===== src/rtl/sbox_pkg.sv =====
package sbox_pkg;

    localparam int BYTE_W   = 8;
    localparam int N_GROUPS = 4;
    localparam int SEL_W    = $clog2(N_GROUPS);
    localparam int IDX_W    = BYTE_W - SEL_W;
    localparam int GRP_LEN  = 1 << IDX_W;

    localparam logic [BYTE_W-1:0] RED_POLY  = 8'h1B;
    localparam logic [BYTE_W-1:0] FWD_CONST = 8'h63;
    localparam logic [BYTE_W-1:0] INV_CONST = 8'h05;

    typedef enum logic {DIR_FWD = 1'b0, DIR_INV = 1'b1} dir_e;

    function automatic logic [BYTE_W-1:0] rotl(input logic [BYTE_W-1:0] b, input int n);
        logic [2*BYTE_W-1:0] wide;
        wide = {b, b} << n;
        return wide[2*BYTE_W-1:BYTE_W];
    endfunction

    function automatic logic [BYTE_W-1:0] gf_mul(input logic [BYTE_W-1:0] a,
                                                 input logic [BYTE_W-1:0] b);
        logic [BYTE_W-1:0] acc;
        logic [BYTE_W-1:0] x;
        acc = '0;
        x   = a;
        for (int k = 0; k < BYTE_W; k++) begin
            if (b[k]) acc = acc ^ x;
            x = x[BYTE_W-1] ? ((x << 1) ^ RED_POLY) : (x << 1);
        end
        return acc;
    endfunction

    // a^254 is the inverse for nonzero a and yields 0 for a = 0
    function automatic logic [BYTE_W-1:0] gf_inv(input logic [BYTE_W-1:0] a);
        logic [BYTE_W-1:0] r;
        logic [BYTE_W-1:0] sq;
        r  = 8'h01;
        sq = a;
        for (int k = 0; k < BYTE_W; k++) begin
            if (k != 0) r = gf_mul(r, sq);
            sq = gf_mul(sq, sq);
        end
        return r;
    endfunction

endpackage


===== src/rtl/sbox_affine.sv =====
module sbox_affine
    import sbox_pkg::*;
#(
    parameter bit INVERSE = 1'b0
) (
    input  logic [BYTE_W-1:0] a_in,
    output logic [BYTE_W-1:0] a_out
);

    generate
        if (INVERSE) begin : g_inv
            assign a_out = rotl(a_in, 1) ^ rotl(a_in, 3) ^ rotl(a_in, 6) ^ INV_CONST;
        end else begin : g_fwd
            assign a_out = a_in ^ rotl(a_in, 1) ^ rotl(a_in, 2)
                         ^ rotl(a_in, 3) ^ rotl(a_in, 4) ^ FWD_CONST;
        end
    endgenerate

endmodule


===== src/rtl/sbox_inv_group.sv =====
module sbox_inv_group
    import sbox_pkg::*;
#(
    parameter int GRP = 0
) (
    input  logic [IDX_W-1:0]  idx,
    output logic [BYTE_W-1:0] data
);

    localparam int BASE = GRP * GRP_LEN;

    logic [BYTE_W-1:0] rom [GRP_LEN];

    for (genvar i = 0; i < GRP_LEN; i++) begin : g_ent
        assign rom[i] = gf_inv(BYTE_W'(BASE + i));
    end

    assign data = rom[idx];

endmodule


===== src/rtl/sbox_inv_table.sv =====
module sbox_inv_table
    import sbox_pkg::*;
(
    input  logic [BYTE_W-1:0] addr,
    output logic [BYTE_W-1:0] inv
);

    logic [BYTE_W-1:0] grp_out [N_GROUPS];
    logic [SEL_W-1:0]  grp_sel;

    assign grp_sel = addr[BYTE_W-1 -: SEL_W];

    for (genvar g = 0; g < N_GROUPS; g++) begin : g_grp
        sbox_inv_group #(.GRP(g)) u_grp (
            .idx  (addr[IDX_W-1:0]),
            .data (grp_out[g])
        );
    end

    always_comb begin
        inv = '0;
        for (int g = 0; g < N_GROUPS; g++) begin
            if (grp_sel == SEL_W'(g)) inv = grp_out[g];
        end
    end

endmodule


===== src/rtl/aes_sbox_split.sv =====
module aes_sbox_split
    import sbox_pkg::*;
#(
    parameter bit REG_OUT = 1'b1
) (
    input  logic              clk,
    input  logic              rst_n,
    input  logic              inv_sel,
    input  logic [BYTE_W-1:0] din,
    output logic [BYTE_W-1:0] dout
);

    typedef struct packed {
        logic [BYTE_W-1:0] res;
    } out_s;

    dir_e              dir;
    logic [BYTE_W-1:0] pre_aff;
    logic [BYTE_W-1:0] tbl_addr;
    logic [BYTE_W-1:0] tbl_inv;
    logic [BYTE_W-1:0] post_aff;
    logic [BYTE_W-1:0] result;

    assign dir = dir_e'(inv_sel);

    sbox_affine #(.INVERSE(1'b1)) u_aff_in (
        .a_in  (din),
        .a_out (pre_aff)
    );

    assign tbl_addr = (dir == DIR_INV) ? pre_aff : din;

    sbox_inv_table u_table (
        .addr (tbl_addr),
        .inv  (tbl_inv)
    );

    sbox_affine #(.INVERSE(1'b0)) u_aff_out (
        .a_in  (tbl_inv),
        .a_out (post_aff)
    );

    assign result = (dir == DIR_INV) ? tbl_inv : post_aff;

    generate
        if (REG_OUT) begin : g_reg
            out_s st_d, st_q;
            logic seen_d, seen_q;

            always_comb begin
                st_d.res = rst_n ? result : '0;
                seen_d   = rst_n;
            end

            always_ff @(posedge clk) begin
                st_q   <= st_d;
                seen_q <= seen_d;
            end

            assign dout = st_q.res;

            assert_reset_clears_R8: assert property (@(posedge clk)
                !rst_n |=> dout == '0);

            assert_zero_fwd_R3: assert property (@(posedge clk) disable iff (!rst_n)
                (seen_q && $past(din) == '0 && !$past(inv_sel)) |-> dout == FWD_CONST);

            assert_zero_inv_R3: assert property (@(posedge clk) disable iff (!rst_n)
                (seen_q && $past(din) == FWD_CONST && $past(inv_sel)) |-> dout == '0);

            assert_no_fixed_point_R6: assert property (@(posedge clk) disable iff (!rst_n)
                (seen_q && !$past(inv_sel)) |-> (dout != $past(din) && dout != ~$past(din)));
        end else begin : g_comb
            assign dout = result;

            assert_zero_fwd_R3: assert property (@(posedge clk) disable iff (!rst_n)
                (din == '0 && !inv_sel) |-> dout == FWD_CONST);

            assert_zero_inv_R3: assert property (@(posedge clk) disable iff (!rst_n)
                (din == FWD_CONST && inv_sel) |-> dout == '0);

            assert_no_fixed_point_R6: assert property (@(posedge clk) disable iff (!rst_n)
                !inv_sel |-> (dout != din && dout != ~din));

            assert_inv_path_R2: assert property (@(posedge clk) disable iff (!rst_n)
                inv_sel |-> dout == tbl_inv);
        end
    endgenerate

endmodule


===== config.mk =====
export PLATFORM = sky130hd
export DESIGN_NAME = aes_sbox_split
export DESIGN_NICKNAME = d
export VERILOG_FILES = /design/src/rtl/sbox_pkg.sv /design/src/rtl/sbox_affine.sv /design/src/rtl/sbox_inv_group.sv /design/src/rtl/sbox_inv_table.sv /design/src/rtl/aes_sbox_split.sv
export SDC_FILE = /design/constraint.sdc
export NUM_CORES = 1
export LEC_CHECK = 0
export BUFFER_PORTS_ARGS = -buffer_cell sky130_fd_sc_hd__buf_2
export CORE_MARGIN = 2
export CORE_UTILIZATION = 45
export CTS_BUF_LIST = sky130_fd_sc_hd__clkbuf_4
export CTS_CLUSTER_DIAMETER = 150
export CTS_CLUSTER_SIZE = 40
export DETAILED_ROUTE_END_ITERATION = 10
export GPL_ROUTABILITY_DRIVEN = 1
export SYNTH_ARGS = -nofsm -noshare
export SYNTH_HDL_FRONTEND = slang
export SYNTH_SLANG_ARGS = --single-unit
export TNS_END_PERCENT = 100

===== constraint.sdc =====
create_clock -name clk -period 5 [get_ports clk]
set_input_delay 0.75 -clock clk [delete_from_list [all_inputs] [get_ports clk]]
set_output_delay 0.75 -clock clk [all_outputs]
set_load 0.01 [all_outputs]

==> impl_metrics.toml <==
[run_status]
status = "finished clean"

[timing]
slew_headroom_pct = 32.9
layout_setup_ws_ps = 51.8
rsz0062_at_grt = "no"
tns_ps = 0
worst_pin_slew_ps = 1000
finalCriticalPeriod_ps = 4950
slew_violations = 0
setup_viol = 0
max_freq_ghz = 0.202
final.period_utilization_pct = 99.0
finalHoldViolCount = 0

[worst_setup_path]
crit_path_end_kind = "flop"
path_class = "in -> reg"
path_max_fanout = 13
crit_path_max_incr_delay_ps = 810
critPathTopFamily = "compound AO/OA/AOI/OAI gates"
crit_buf_inv = 4
cp_cell_sequence = "buf_2, buf_4, xor3_1, a21oi_4, nor2_1, o21ai_0, a2111oi_0, a311oi_1, buf_4, o211ai_1, and4_1, buf_4, xnor3_1, o211ai_1, o31ai_1"
worstPathArrival_ps = 5090
startpoint_type = "primary input"
path_common_cell = "buf_4"
cpMaxStageDelayCell = "nor2_1"
required_ps = 5140

[logic_synthesis]
async_reset_ff_share_pct = 0
synth_fp_nets = 692
syn_avg_cell_area_sq_um = 6.86
syn_inst = 669
synth_edf_count = 0
synth_ff_type = "dfxtp_1"
seq_area_frac_synth_pct = 3.49
ys_types = 84
yosysWarnings = 0
synth_area_sq_um = 4590
synth_seq_cells = 8

[route]
post-route-drc-count = 0
wl_um = 24300
via_per_inst = 8.05
firstDrtPassIters = 8
routedWlPerCell_um = 29.6
vias = 6616
drt_iter0_markers = 1426
ant_nets = 0

[final_layout]
nFillCells = 991
area_growth_pct = 12.6
layout_common_cells = "75 x buf_4, 63 x nand2_1, 54 x nor2_1"
layout_commonest_cell = "buf_4"
largest_reg_flops = 8
layout-drive-gt1-share_pct = 19.2
antenna_cells = 0
nets = 714

[place]
dp_hpwl_um = 17500
place_ws_ps = 12.5
portBuffers = 18
gp_congestion = 1.17

[die]
die_area_sq_um = 11000
die_h_um = 105
rows = 36
ios = 19
die_width_um = 105
coreArea_sq_um = 9820
initial_core_util_pct = 46.7

[grt]
grt_max_degree = 49
grt_use_met2_pct = 62.2
antenna_found_initial = 0
grt_pass1_wl_um = 36500
use_met1_pct = 53.7
grt_usage_pct = 42.9
top_usage_layer = "met2"
grt_pass1_vias = 5968
use_met3_pct = 14.6
grt-ovfl-total = 0

[pwr]
p_comb_share_pct = 91.1
p_clk_share_pct = 3.1
p_per_area_nw_per_um2 = 327
power_frac_seq_pct = 5.9
switchingPower_w = 0.000973
p_int_w = 0.000716
p_leak_nw = 1.97
swShare_pct = 57.6
ir_drop_uv = 200

[run]
max-cap-violations = 0

[clock_tree]
cts_hold_buf = 0
cts-buffers-inserted = 3
clock_path_buffers = 2
clkTransAtPathRegs_ps = 60
root_buffer = "clkbuf_4"
cts_tree = "yes"
clock_sinks = 8
h-tree-depth = 1

[worst_hold_path]
hp-class = "in -> reg"
## cells in the mapped netlist (all sizes together), types with 8 or more instances
cell	n	area, sq um
a31oi	13	81.3
nor2	56	215
a21oi	43	226
nand3	20	100
a2111oi	8	70.1
mux2i	19	194
o221ai	8	70.1
dfxtp	8	160
xor3	8	190
xnor2	10	87.6
a221oi	16	146
buf	46	277
ha	12	150
nand2	64	243
o311ai	10	87.6
a311oi	15	138
inv	13	51.3
o211ai	21	163
o31ai	9	67.6
clkbuf	36	135
o21ai	66	342
a211oi	22	165
nor3	28	140
## per-layer routing
metal  wire length [um]  part of all wire [%]  vias to the layer above
li1                   -                     -                     2650
met4               2410                   9.9                        0
met1               8510                    35                     2953
met2               9540                    39                      779
met3               3890                    16                      234
met5                  0                     0                        -
## cells by family after synthesis
group / after synthesis / share of synthesized area [%]
xor+xnor: 27 / 9.60
compound gates: 289 / 45.6
simple gates: 208 / 21.2
mux: 26 / 6.19
buf+inv: 97 / 10.3
flops: 8 / 3.49
fa+ha+maj: 14 / 3.71
## area by class of cell
cell class | instances | area, sq um | area share, %
clock buffer | 3 | 22.5 | 0.436
inverter | 15 | 58.8 | 1.14
multi-input combinational | 564 | 3990 | 77.1
sequential | 8 | 160 | 3.10
tap | 133 | 166 | 3.22
timing repair buffer | 99 | 773 | 15.0
## through the flow
| step | hold WS, ps | std cells | cell area (sq um) | util (%) | power (W) |
|---|---|---|---|---|---|
| final | 824 | 822 | 5170 | 52.6 | 0.00169 |
| after global routing | 843 | 822 | 5170 | 52.6 | 0.00174 |
| after CTS | 819 | 821 | 5150 | 52.4 | 0.00159 |
| after detailed placement | 1100 | 818 | 5130 | 52.2 | 0.00153 |
| after global placement | 1090 | 818 | 5130 | 52.2 | 0.00153 |
| after floorplan | 902 | 669 | 4590 | - | 0.00105 |
## power groups by stage
stage / Clock, W / Sequential, W / Combinational [W]
final: 0.0000519 / 0.0000990 / 0.00154
after global routing: 0.0000528 / 0.000101 / 0.00159
after CTS: 0.0000523 / 0.0000997 / 0.00144
after detailed placement: 0 / 0.000101 / 0.00143
after global placement: 0 / 0.000101 / 0.00143
after floorplan: 0 / 0.000117 / 0.000934
## final timing paths
check,depth (start not counted),end,slack (ps),from
setup / recovery,15,dout[6]$_SDFF_PN0_,50,din[5]
hold / removal,3,dout[7]$_SDFF_PN0_,820,rst_n
## timing repair
item / 4_1_cts / 5_1_grt
endpoints found under the setup margin: 0 / 2
buffers inserted: 0 / 1
gates resized for setup: 0 / 1
Power figures use the tool's default switching activity.
